[src/rtl/eccPkg.sv]
package eccPkg;
  localparam int CODE_W = 39;
  localparam int DATA_W = 32;

  typedef enum logic [1:0] {SRC_PROC, SRC_MERGE, SRC_FIX} wrSrc_e;

  typedef struct packed {
    logic   rdEn;
    logic   wrEn;
    wrSrc_e wrSrc;
    logic   inj;
    logic   capture;
  } memStrobe_t;

  typedef struct packed {
    logic [DATA_W-1:0] data;
    logic              sgl;
    logic              dbl;
  } decode_t;

  // Codeword layout: bit 0 = overall parity, bits at powers of two = Hamming
  // checks, every other position 1..38 carries data in ascending order.
  function automatic logic [CODE_W-1:0] eccEncode(input logic [DATA_W-1:0] d);
    logic [CODE_W-1:0] cw;
    logic par;
    int k;
    cw = '0;
    k = 0;
    for (int p = 1; p < CODE_W; p++) begin
      if ((p & (p - 1)) != 0) begin
        cw[p] = d[k];
        k++;
      end
    end
    for (int i = 0; i < 6; i++) begin
      par = 1'b0;
      for (int p = 1; p < CODE_W; p++)
        if (((p >> i) & 1) == 1) par = par ^ cw[p];
      cw[1 << i] = par;
    end
    cw[0] = ^cw[CODE_W-1:1];
    return cw;
  endfunction

  function automatic decode_t eccDecode(input logic [CODE_W-1:0] code);
    logic [CODE_W-1:0] cw;
    logic [5:0] syn;
    logic parErr;
    decode_t r;
    int k;
    cw = code;
    for (int i = 0; i < 6; i++) begin
      syn[i] = 1'b0;
      for (int p = 1; p < CODE_W; p++)
        if (((p >> i) & 1) == 1) syn[i] = syn[i] ^ cw[p];
    end
    parErr = ^cw;
    r.sgl = 1'b0;
    r.dbl = 1'b0;
    if (parErr) begin
      if (int'(syn) < CODE_W) begin
        cw[syn] = ~cw[syn];
        r.sgl = 1'b1;
      end else begin
        r.dbl = 1'b1;
      end
    end else if (syn != 6'd0) begin
      r.dbl = 1'b1;
    end
    r.data = '0;
    k = 0;
    for (int p = 1; p < CODE_W; p++) begin
      if ((p & (p - 1)) != 0) begin
        r.data[k] = cw[p];
        k++;
      end
    end
    return r;
  endfunction
endpackage

[src/rtl/eccDatapath.sv]
module eccDatapath
  import eccPkg::*;
#(
  parameter int ADDR_W = 6
) (
  input  logic                clk,
  input  logic                rstN,
  input  memStrobe_t          strb,
  input  logic [ADDR_W-1:0]   memAddr,
  input  logic [DATA_W-1:0]   wdata,
  input  logic [3:0]          be,
  input  logic [CODE_W-1:0]   injFlip,
  output logic [DATA_W-1:0]   rdata,
  output logic                sglErr,
  output logic                dblErr
);
  localparam int DEPTH = 1 << ADDR_W;
  localparam int BYTES = DATA_W / 8;

  logic [CODE_W-1:0] mem [DEPTH];
  logic [CODE_W-1:0] rdCode;
  logic [DATA_W-1:0] savedData;
  logic [BYTES-1:0]  savedBe;
  logic [DATA_W-1:0] mergedData;
  logic [DATA_W-1:0] wrData;
  logic [CODE_W-1:0] wrCode;
  decode_t           dec;

  assign dec    = eccDecode(rdCode);
  assign rdata  = dec.data;
  assign sglErr = dec.sgl;
  assign dblErr = dec.dbl;

  for (genvar b = 0; b < BYTES; b++) begin : gMerge
    assign mergedData[8*b +: 8] = savedBe[b] ? savedData[8*b +: 8] : dec.data[8*b +: 8];
  end

  always_comb begin
    unique case (strb.wrSrc)
      SRC_MERGE: wrData = mergedData;
      SRC_FIX:   wrData = dec.data;
      default:   wrData = wdata;
    endcase
    wrCode = eccEncode(wrData) ^ (strb.inj ? injFlip : '0);
  end

  always_ff @(posedge clk) begin
    if (!rstN) begin
      rdCode    <= '0;
      savedData <= '0;
      savedBe   <= '0;
    end else begin
      if (strb.rdEn) rdCode <= mem[memAddr];
      if (strb.capture) begin
        savedData <= wdata;
        savedBe   <= be;
      end
    end
  end

  always_ff @(posedge clk) begin
    if (strb.wrEn) mem[memAddr] <= wrCode;
  end

  // a scrub write-back only ever carries a corrected single-error word
  assert_fix_only_single_R11: assert property (@(posedge clk) disable iff (!rstN)
    (strb.wrEn && strb.wrSrc == SRC_FIX) |-> (sglErr && !dblErr));
  // a merge write never lands on an uncorrectable word
  assert_merge_not_double_R11: assert property (@(posedge clk) disable iff (!rstN)
    (strb.wrEn && strb.wrSrc == SRC_MERGE) |-> !dblErr);
endmodule

[src/rtl/eccControl.sv]
module eccControl
  import eccPkg::*;
#(
  parameter int ADDR_W = 6,
  parameter int CNT_W  = 8,
  parameter int IVL_W  = 16
) (
  input  logic              clk,
  input  logic              rstN,
  input  logic              req,
  input  logic              we,
  input  logic [3:0]        be,
  input  logic [ADDR_W-1:0] addr,
  input  logic [IVL_W-1:0]  scrubInterval,
  input  logic              irqEn,
  input  logic              faultEn,
  input  logic              errClr,
  input  logic              sglErr,
  input  logic              dblErr,
  output memStrobe_t        strb,
  output logic [ADDR_W-1:0] memAddr,
  output logic              ready,
  output logic [CNT_W-1:0]  corrCount,
  output logic [ADDR_W-1:0] corrAddr,
  output logic              errValid,
  output logic [ADDR_W-1:0] errAddr,
  output logic              irq,
  output logic              fault
);
  localparam logic [CNT_W-1:0] MAXC = {CNT_W{1'b1}};

  typedef enum logic [1:0] {ST_IDLE, ST_RMW, ST_SCRUB} state_e;

  state_e            state, nextState;
  logic [ADDR_W-1:0] savedAddr, scrubPtr;
  logic [IVL_W-1:0]  timer;
  logic              pend, rdTag;
  logic              accept, partial, grant, checkNow, sglHit, dblHit;

  assign ready    = (state == ST_IDLE);
  assign accept   = ready && req;
  assign partial  = we && (be != 4'b1111);
  assign grant    = ready && !req && pend;
  assign checkNow = rdTag || (state != ST_IDLE);
  assign sglHit   = checkNow && sglErr;
  assign dblHit   = checkNow && dblErr;
  assign irq      = errValid && irqEn;
  assign fault    = errValid && faultEn;

  always_comb begin
    strb      = '0;
    memAddr   = addr;
    nextState = state;
    unique case (state)
      ST_IDLE: begin
        if (accept) begin
          if (we && !partial) begin
            strb.wrEn  = 1'b1;
            strb.wrSrc = SRC_PROC;
            strb.inj   = 1'b1;
          end else begin
            strb.rdEn    = 1'b1;
            strb.capture = we;
            if (we) nextState = ST_RMW;
          end
        end else if (grant) begin
          strb.rdEn = 1'b1;
          memAddr   = scrubPtr;
          nextState = ST_SCRUB;
        end
      end
      ST_RMW: begin
        memAddr    = savedAddr;
        strb.wrEn  = !dblErr;
        strb.wrSrc = SRC_MERGE;
        strb.inj   = 1'b1;
        nextState  = ST_IDLE;
      end
      default: begin
        memAddr    = savedAddr;
        strb.wrEn  = sglErr;
        strb.wrSrc = SRC_FIX;
        nextState  = ST_IDLE;
      end
    endcase
  end

  always_ff @(posedge clk) begin
    if (!rstN) begin
      state     <= ST_IDLE;
      savedAddr <= '0;
      scrubPtr  <= '0;
      timer     <= '0;
      pend      <= 1'b0;
      rdTag     <= 1'b0;
      corrCount <= '0;
      corrAddr  <= '0;
      errValid  <= 1'b0;
      errAddr   <= '0;
    end else begin
      state <= nextState;
      rdTag <= accept && !we;
      if (strb.rdEn) savedAddr <= memAddr;
      if (grant) scrubPtr <= scrubPtr + 1'b1;
      if (scrubInterval == '0) begin
        timer <= '0;
        pend  <= 1'b0;
      end else if (grant) begin
        timer <= '0;
        pend  <= 1'b0;
      end else if (!pend) begin
        if (timer >= scrubInterval - 1'b1) begin
          pend  <= 1'b1;
          timer <= '0;
        end else begin
          timer <= timer + 1'b1;
        end
      end
      if (sglHit) begin
        corrAddr <= savedAddr;
        if (corrCount != MAXC) corrCount <= corrCount + 1'b1;
      end
      if (dblHit) begin
        errValid <= 1'b1;
        errAddr  <= savedAddr;
      end else if (errClr) begin
        errValid <= 1'b0;
      end
    end
  end

  assert_full_no_stall_R2: assert property (@(posedge clk) disable iff (!rstN)
    (accept && !partial) |=> ready);
  assert_partial_stall_R3: assert property (@(posedge clk) disable iff (!rstN)
    (accept && partial) |=> !ready);
  assert_stall_one_cycle_R3: assert property (@(posedge clk) disable iff (!rstN)
    !ready |=> ready);
  assert_ptr_on_grant_R10: assert property (@(posedge clk) disable iff (!rstN)
    !$stable(scrubPtr) |-> $past(grant));
  assert_count_saturates_R5: assert property (@(posedge clk) disable iff (!rstN)
    (corrCount == MAXC) |=> (corrCount == MAXC));
  assert_err_sticky_R8: assert property (@(posedge clk) disable iff (!rstN)
    (errValid && !errClr) |=> errValid);
endmodule

[src/rtl/eccMemGuard.sv]
module eccMemGuard
  import eccPkg::*;
#(
  parameter int ADDR_W = 6,
  parameter int CNT_W  = 8,
  parameter int IVL_W  = 16
) (
  input  logic              clk,
  input  logic              rstN,
  input  logic              req,
  input  logic              we,
  input  logic [ADDR_W-1:0] addr,
  input  logic [31:0]       wdata,
  input  logic [3:0]        be,
  output logic [31:0]       rdata,
  output logic              ready,
  input  logic [38:0]       injFlip,
  input  logic [IVL_W-1:0]  scrubInterval,
  input  logic              irqEn,
  input  logic              faultEn,
  input  logic              errClr,
  output logic [CNT_W-1:0]  corrCount,
  output logic [ADDR_W-1:0] corrAddr,
  output logic              errValid,
  output logic [ADDR_W-1:0] errAddr,
  output logic              irq,
  output logic              fault
);
  memStrobe_t        strb;
  logic [ADDR_W-1:0] memAddr;
  logic              sglErr, dblErr;

  eccControl #(.ADDR_W(ADDR_W), .CNT_W(CNT_W), .IVL_W(IVL_W)) uCtrl (
    .clk(clk), .rstN(rstN), .req(req), .we(we), .be(be), .addr(addr),
    .scrubInterval(scrubInterval), .irqEn(irqEn), .faultEn(faultEn),
    .errClr(errClr), .sglErr(sglErr), .dblErr(dblErr), .strb(strb),
    .memAddr(memAddr), .ready(ready), .corrCount(corrCount),
    .corrAddr(corrAddr), .errValid(errValid), .errAddr(errAddr),
    .irq(irq), .fault(fault)
  );

  eccDatapath #(.ADDR_W(ADDR_W)) uDp (
    .clk(clk), .rstN(rstN), .strb(strb), .memAddr(memAddr), .wdata(wdata),
    .be(be), .injFlip(injFlip), .rdata(rdata), .sglErr(sglErr), .dblErr(dblErr)
  );
endmodule

[config.mk]
export PLATFORM = sky130hd
export DESIGN_NAME = eccMemGuard
export DESIGN_NICKNAME = d
export VERILOG_FILES = /design/src/rtl/eccPkg.sv /design/src/rtl/eccDatapath.sv /design/src/rtl/eccControl.sv /design/src/rtl/eccMemGuard.sv
export SDC_FILE = /design/constraint.sdc
export NUM_CORES = 2
export LEC_CHECK = 0
export ABC_AREA = 1
export BUFFER_PORTS_ARGS = -buffer_cell sky130_fd_sc_hd__buf_2
export CAP_MARGIN = 20
export CORE_ASPECT_RATIO = 0.7
export CORE_MARGIN = 1
export CORE_UTILIZATION = 45
export DETAILED_ROUTE_END_ITERATION = 10
export MAX_ROUTING_LAYER = met4
export PLACE_DENSITY = 0.65
export SLEW_MARGIN = 20
export SYNTH_ARGS = -nofsm -noshare
export SYNTH_HDL_FRONTEND = slang
export SYNTH_SLANG_ARGS = --single-unit
[constraint.sdc]
create_clock -name clk -period 7.9 [get_ports clk]
set_input_delay 0.79 -clock clk [delete_from_list [all_inputs] [get_ports clk]]
set_output_delay 0.79 -clock clk [all_outputs]
set_load 0.02 [all_outputs]
* Word level (Yosys, flattened, before mapping) *
Memory sizes are Yosys's and may differ from the RTL's. A register that Yosys moved wholly into a read port is not among the register bits.
Cells that the tools add are included.

word-level totals
  flip-flop bits (word level) = 89
  memories kept = 1
  output and inout bits = 56
  bits in writable memories = 2496
  input bits = 104
  logic and storage cells = 276

memories
  memory   words  bits a word  read ports  clocked after memory_dff  wr ports  RTL line           text
  uDp.mem  64     39           1           1                         1         eccDatapath.sv:20  logic [CODE_W-1:0] mem [DEPTH];

cells by class
  add/subtract/negate cells = 4
  reduce and logical (&&, ||, !) cells = 29
  bitwise operators = 177
  equality and inequality tests = 7
  $lt $le $gt $ge = 4
  muxes and demuxes = 42

operators with widths
  operator                                                     number
  bitwise XOR 1 bit                                            174
  2-to-1 mux 39 bit                                            3
  case mux 32 bit (2 select lines)                             1
  bitwise mux 39 bit                                           1
  parity 39 bit                                                1
  bitwise XOR 39 bit                                           1
  parity 38 bit                                                1
  2-to-1 mux 8 bit                                             4
  2-to-1 mux 1 bit                                             19
  2-to-1 mux 6 bit                                             3
  adder 16 x 1 -> 16 bit (second input constant)               1
  >= comparator 16 bit                                         1
  logical NOT 16 bit                                           1
  2-to-1 mux 16 bit                                            1
  subtractor 16 x 1 -> 16 bit (second input constant)          1
  logical AND 1 bit                                            11
  adder 8 x 1 -> 8 bit (second input constant)                 1
  2-to-1 mux 2 bit                                             4
  != test 8 bit (second input constant)                        1
  less-than comparator 6 x 7 -> 1 bit (second input constant)  1
  adder 6 x 1 -> 6 bit (second input constant)                 1
  binary-select mux 1 bit (select 6 bit)                       1
  demux 1 bit (select 6 bit)                                   1
  >= comparator 6 x 1 -> 1 bit (second input constant)         1
  18 further kinds                                             28

* Logic depth before layout (Yosys ltp) *
  depth in word-level cells = 46
  mapped depth = 49
  mapped depth without buffers = 48

* By module *
Synthesis repeated with hierarchy kept, for this count alone.

second synthesis, totals
  cells, all modules = 7146
  area total of the unflattened synthesis = 101986.6 um2

by module, submodules not included
  module       sequential area each (um2)  area an instance (um2)  cells each  instances
  eccDatapath  76453.3                     98535.8                 6641        1
  eccControl   1061.0                      3450.8                  505         1

* Worst setup path before layout *
No wires, ideal clock.

  path type = register -> register
  from = reg uDp.rdCode[31], read port of uDp.mem
  to = mem uDp.mem[0][4] (data pin)
  library setup time = 0.567 ns
  clock period less this slack = 5.840 ns
  buffers on the path = 2
  cell stages (with the launch flop) = 30
  arrival time = 5.273 ns
  path slack = 2.060 ns
  data required time = 7.333 ns
  path through = dfxtp_1 buf_2 xor2_1 nand2_1 nand2_2 nand2_2 nand2_1 nand2_1 nand3_1 nand2_4 nor2_4 nand2_2 o21ai_1 inv_1 nand3_1 nand3_1 nand2_2 nand2_4 buf_6 mux2i_1 nand2_1 nand2_2 inv_1 nand3_1 nand3_1 nand2_1 nand3_1 nand3_1 nand2_2 xnor2_1

between the ends
  word-level cells in the longest chain between the ends = 31
  elaborated cells between the ends (all ways) = 50
  those cells by class = 3 x order compare; 12 x mux; 33 x bitwise; 2 x reduce/logical

ends and longest elaborated chain
  what                                                                                                       RTL line           text
  start, declared                                                                                            eccDatapath.sv:21  logic [CODE_W-1:0] rdCode;
  bitwise XOR 1 bit (4 in series)                                                                            eccPkg.sv:55       if (((p >> i) & 1) == 1) syn[i] = syn[i] ^ cw[p];
  less-than comparator 6 x 7 -> 1 bit (implied by the code) or >= comparator 6 x 1 -> 1 bit (tied branches)  eccPkg.sv:62       cw[syn] = ~cw[syn];
  logical AND 1 bit (implied by the code)                                                                    eccPkg.sv:62
  2-to-1 mux 1 bit (implied by the code)                                                                     eccPkg.sv:62
  demux 1 bit (select 6 bit)                                                                                 n/a
  bitwise mux 39 bit                                                                                         eccPkg.sv:62
  2-to-1 mux 39 bit                                                                                          eccPkg.sv:61       if (int'(syn) < CODE_W) begin
  2-to-1 mux 39 bit (*)                                                                                      eccPkg.sv:60       if (parErr) begin
  net rdata[2]                                                                                               eccMemGuard.sv:15  output logic [31:0] rdata,
  2-to-1 mux 8 bit                                                                                           eccDatapath.sv:35  assign mergedData[8*b +: 8] = savedBe[b] ? savedData[8*b +: 8] : dec.data[8*b +: 8];
  case mux 32 bit (2 select lines) (*)                                                                       eccDatapath.sv:39  unique case (strb.wrSrc)
  bitwise XOR 1 bit (*) (17 in series)                                                                       eccPkg.sv:38       if (((p >> i) & 1) == 1) par = par ^ cw[p];
  bitwise XOR 39 bit (*)                                                                                     eccDatapath.sv:44  wrCode = eccEncode(wrData) ^ (strb.inj ? injFlip : '0);
  net uDp.wrCode[4]                                                                                          eccDatapath.sv:26  logic [CODE_W-1:0] wrCode;
  end, declared                                                                                              eccDatapath.sv:20

Mark *: on every way through the listed nets, which the timed path passes. The rest lies on a longest branch. The select of a mux whose other input is x is not followed.

* Final worst setup path *
  from = reg uDp.rdCode[9], read port of uDp.mem
  to = mem uDp.mem[28][0] (data pin)

between the ends
  word-level cells in the longest chain between the ends = 43
  elaborated cells between the ends (all ways) = 134
  those cells by class = 3 x order compare; 12 x mux; 116 x bitwise; 3 x reduce/logical

ends and longest elaborated chain
  what                                                                                                       RTL line           text
  bitwise XOR 1 bit (15 in series)                                                                           eccPkg.sv:55
  less-than comparator 6 x 7 -> 1 bit (implied by the code) or >= comparator 6 x 1 -> 1 bit (tied branches)  eccPkg.sv:62
  logical AND 1 bit (implied by the code)                                                                    eccPkg.sv:62
  2-to-1 mux 1 bit (implied by the code)                                                                     eccPkg.sv:62
  demux 1 bit (select 6 bit)                                                                                 n/a
  bitwise mux 39 bit                                                                                         eccPkg.sv:62
  2-to-1 mux 39 bit                                                                                          eccPkg.sv:61
  2-to-1 mux 39 bit (*)                                                                                      eccPkg.sv:60
  2-to-1 mux 8 bit                                                                                           eccDatapath.sv:35
  case mux 32 bit (2 select lines) (*)                                                                       eccDatapath.sv:39
  bitwise XOR 1 bit (17 in series)                                                                           eccPkg.sv:38
  parity 38 bit (*)                                                                                          eccPkg.sv:41       cw[0] = ^cw[CODE_W-1:1];
  bitwise XOR 39 bit (*)                                                                                     eccDatapath.sv:44
  net uDp.wrCode[0]                                                                                          eccDatapath.sv:26

Marks and branches as above.

==> summary.txt <==
Run status
  – Outcome: complete, no violations

Critical path
  – Crit end category: flop
  – Max FO, Critical Path: 46
  – Setup Crit Path Kind: reg -> reg
  – Most frequent CP cell: nand2_1
  – Critical Path RT: 8550 ps
  – R2R Setup Slk: 1260 ps
  – Crit path arrival time: 7290 ps
  – RR Startpoint: uDp.rdCode[9]
  – CP max stage cell: nand2_2
  – FF-to-FF End: uDp.mem[28][0]
  – CP peak stage delay: 520 ps
  – Worst setup SP type: flop
  – Depth of the most critical reg-to-reg path: 40

Routing
  – Routed via count: 65,384
  – DRT Wirelength: 319,000 um
  – WL/cell: 30.3 um
  – # DRC: 0
  – First DRT Iteration DRCs: 9,735
  – 1st-pass router iterations: 8
  – Vias per cell: 6.21
  – Antenna-violating nets left: 0

STA
  – Hold Vio Cnt, Final: 0
  – Final worst path period share: 0.840
  – Fmax: 151 MHz
  – Setup WS post-layout: 1260 ps
  – Setup TNS: 0 ps
  – Worst slew pin tran: 1190 ps
  – Final Setup Violations: 0
  – RSZ-0062 raised after global routing: false
  – Final Skew: 82.1 ps
  – Final worst path period need: 6640 ps
  – Slew Limit Fails: 0
  – Relative slew margins: 0.201

Clock tree
  – Number of H-tree levels: 4
  – Setup repair bufs after CTS: 0
  – Clock slew at reported path FFs: 70 ps
  – Clock root buffer: clkbuf_16
  – CTS Buf Count: 230
  – Gates resized, CTS repair: 0
  – Worst skew pair latency: 900 ps
  – CTS tree: yes
  – CTS Buffer Depth: 4
  – Cts hold-fix bufs: 0
  – Clk sink count: 2,624

Synthesis
  – Async SR Flop Fraction: 0
  – Netlist Area Pre-Place: 101,000 sq um
  – Count leader, synth: edfxtp_1
  – Cell count after synthesis: 7,020
  – Post-Syn Nets: 7,144
  – Main flop type after synthesis: edfxtp_1
  – Post-synth top cells: 2,496 x edfxtp_1, 1,365 x nand2_1, 580 x a22oi_1, 279 x a221oi_1, 254 x inv_1
  – Top post-synthesis cells by area: edfxtp_1 74%, nand2_1 5.0%, a22oi_1 4.3%, dfxtp_1 2.5%, a221oi_1 2.4%
  – Seq/Total Area, Yosys: 0.764
  – Post-synth top area cell: edfxtp_1
  – Top cell type's share of synthesized area: 0.739
  – Mean post-synth cell area: 14.5 sq um
  – Ys Warns: 0
  – Post-synth EDFFs: 2,496
  – Synth Register Bits: 2,624
  – Cell variety after synth: 59

GRT
  – Vias in the first global route: 60,339
  – GRT overflow: 0
  – Initial antenna violation count: 8
  – All-layer global routing usage: 0.282
  – Largest net degree at the start of global routing: 91
  – First-pass GRT wire length: 448,000 um

Pwr
  – Sw Share: 0.280
  – Combinational power share: 0.160
  – Worst vdd ir: 0.000288 V
  – Pwr/cell area: 278 nW/um^2
  – Net load switching power: 8980 uW
  – Clock Power Share: 0.331
  – LEAKAGE: 0.0384 uW
  – Sequential Power Share: 0.509
  – P_int: 23,100 uW

Min path
  – Worst Hold End: uCtrl.rdTag
  – Worst min-delay path category: in -> reg
  – Hold Startpoint: we
  – Hold Crit Depth: 2

Run
  – Max-cap violations: 0

Cells and area
  – FILL cells: 18,343
  – Layout area overhead: 13.6%
  – Share of layout cells above drive strength 1: 0.130
  – Fin area: 115,000 sq um
  – Nets@finish: 7,452

Floorplan
  – Initial Util: 0.454
  – Core Box Area: 224,000 sq um
  – Die area: 227,000 sq um
  – Row cnt: 145
  – Die W: 570 um
  – Top Ports: 160
  – Die Ht: 399 um

Placed design
  – Pre-CTS WS: 1500 ps
  – Number of port buffers: 159
  – Area after DPL: 108,000 sq um
  – Global placer's final weighted congestion: 0.952
  – DP Wirelength: 191,000 um
-- per-stage QoR --
| stage | hold WS [ps] | instances | util | power, uW |
|---|---|---|---|---|
| final | 129 | 10529 | 0.515 | 32100 |
| after detailed placement | 469 | 10108 | 0.484 | 21600 |
| after CTS | 98.5 | 10520 | 0.515 | 32000 |
| after global routing | 110 | 10525 | 0.515 | 33000 |
| after global placement | 455 | 10105 | 0.484 | 21600 |
| after floorplan | 440 | 7020 | - | 19700 |
-- final cells by class --
cell class | instances | area (sq um) | share of cell area
inverters | 277 | 1040 | 0.00902
well taps | 3013 | 3770 | 0.0327
clock inverters | 114 | 748 | 0.00649
diodes | 8 | 20.0 | 0.000174
clock buffers | 298 | 6100 | 0.0530
multi-input cells | 3750 | 22500 | 0.195
flip-flops and latches | 2624 | 77500 | 0.673
repair buffers | 445 | 3550 | 0.0308
-- logic make-up after synthesis --
family                     Yosys count  synth area share
adders and majority gates           20           0.00247
and+or+nand+nor                   2190            0.0938
AOI/OAI and AO/OA                 1416             0.104
DFF                               2624             0.764
xor gates and xnor gates           122            0.0108
muxes                                2          0.000321
buffers and inverters              646            0.0247
-- flip-flops by register name, indices dropped and copies added, names as in the netlist --
name and flops:
uDp.mem 2496, uDp.rdCode 39, uDp.savedData 32, uCtrl.timer 16, uCtrl.corrCount 8, uCtrl.corrAddr 6, uCtrl.errAddr 6, uCtrl.savedAddr 6
uCtrl.scrubPtr 6, uDp.savedBe 4, uCtrl.state 2, uCtrl.errValid 1, uCtrl.pend 1, uCtrl.rdTag 1
-- cell usage in the layout (no fill, tap or decap), types with 65 or more instances in the layout --
| cell type | instances |
|---|---|
| dfxtp_1 | 128 |
| a22oi_1 | 580 |
| clkbuf_16 | 233 |
| nor2_4 | 65 |
| a221oi_1 | 279 |
| nand2_1 | 1363 |
| inv_1 | 253 |
| buf_4 | 238 |
| nand4_1 | 247 |
| buf_2 | 158 |
| o21ai_0 | 144 |
| nand3_1 | 186 |
| a21oi_1 | 104 |
| nor2_1 | 181 |
| a22o_1 | 163 |
| edfxtp_1 | 2496 |
-- how the worst max path moves through the flow --
stage	start	end	cells after the start
4_1_cts	uDp.rdCode[9]	uDp.mem[53][0]	40
3_5_place_dp	uDp.rdCode[15]	uDp.mem[46][0]	40
5_1_grt	uDp.rdCode[15]	uDp.mem[51][0]	42
3_3_place_gp	uDp.rdCode[9]	uDp.mem[42][0]	41
2_1_floorplan	uDp.rdCode[31]	uDp.mem[0][4]	29
6_report	uDp.rdCode[9]	uDp.mem[28][0]	40
-- power by group through the flow --
stage                     clock network [uW]  logic [uW]  registers (uW)
final                                  10600        5140           16300
after global routing                   11200        5500           16300
after CTS                              10700        5050           16300
after detailed placement                   0        5030           16600
after global placement                     0        4980           16600
after floorplan                            0        2980           16700
-- layer usage --
metal	routed length (um)	part of all wire	global-route usage
met5	0	0	-
met4	7440	0.023	0.0598
met3	39200	0.12	0.0554
met2	137000	0.43	0.397
met1	135000	0.42	0.424
-- critical path, delay by kind of cell, from the launching register on --
family	cells	cell delay, ps
compound gates	2	530
buf+inv	5	760
simple gates	32	4340
flops	1	400
xor+xnor	1	260
Power figures use the tool's default switching activity.
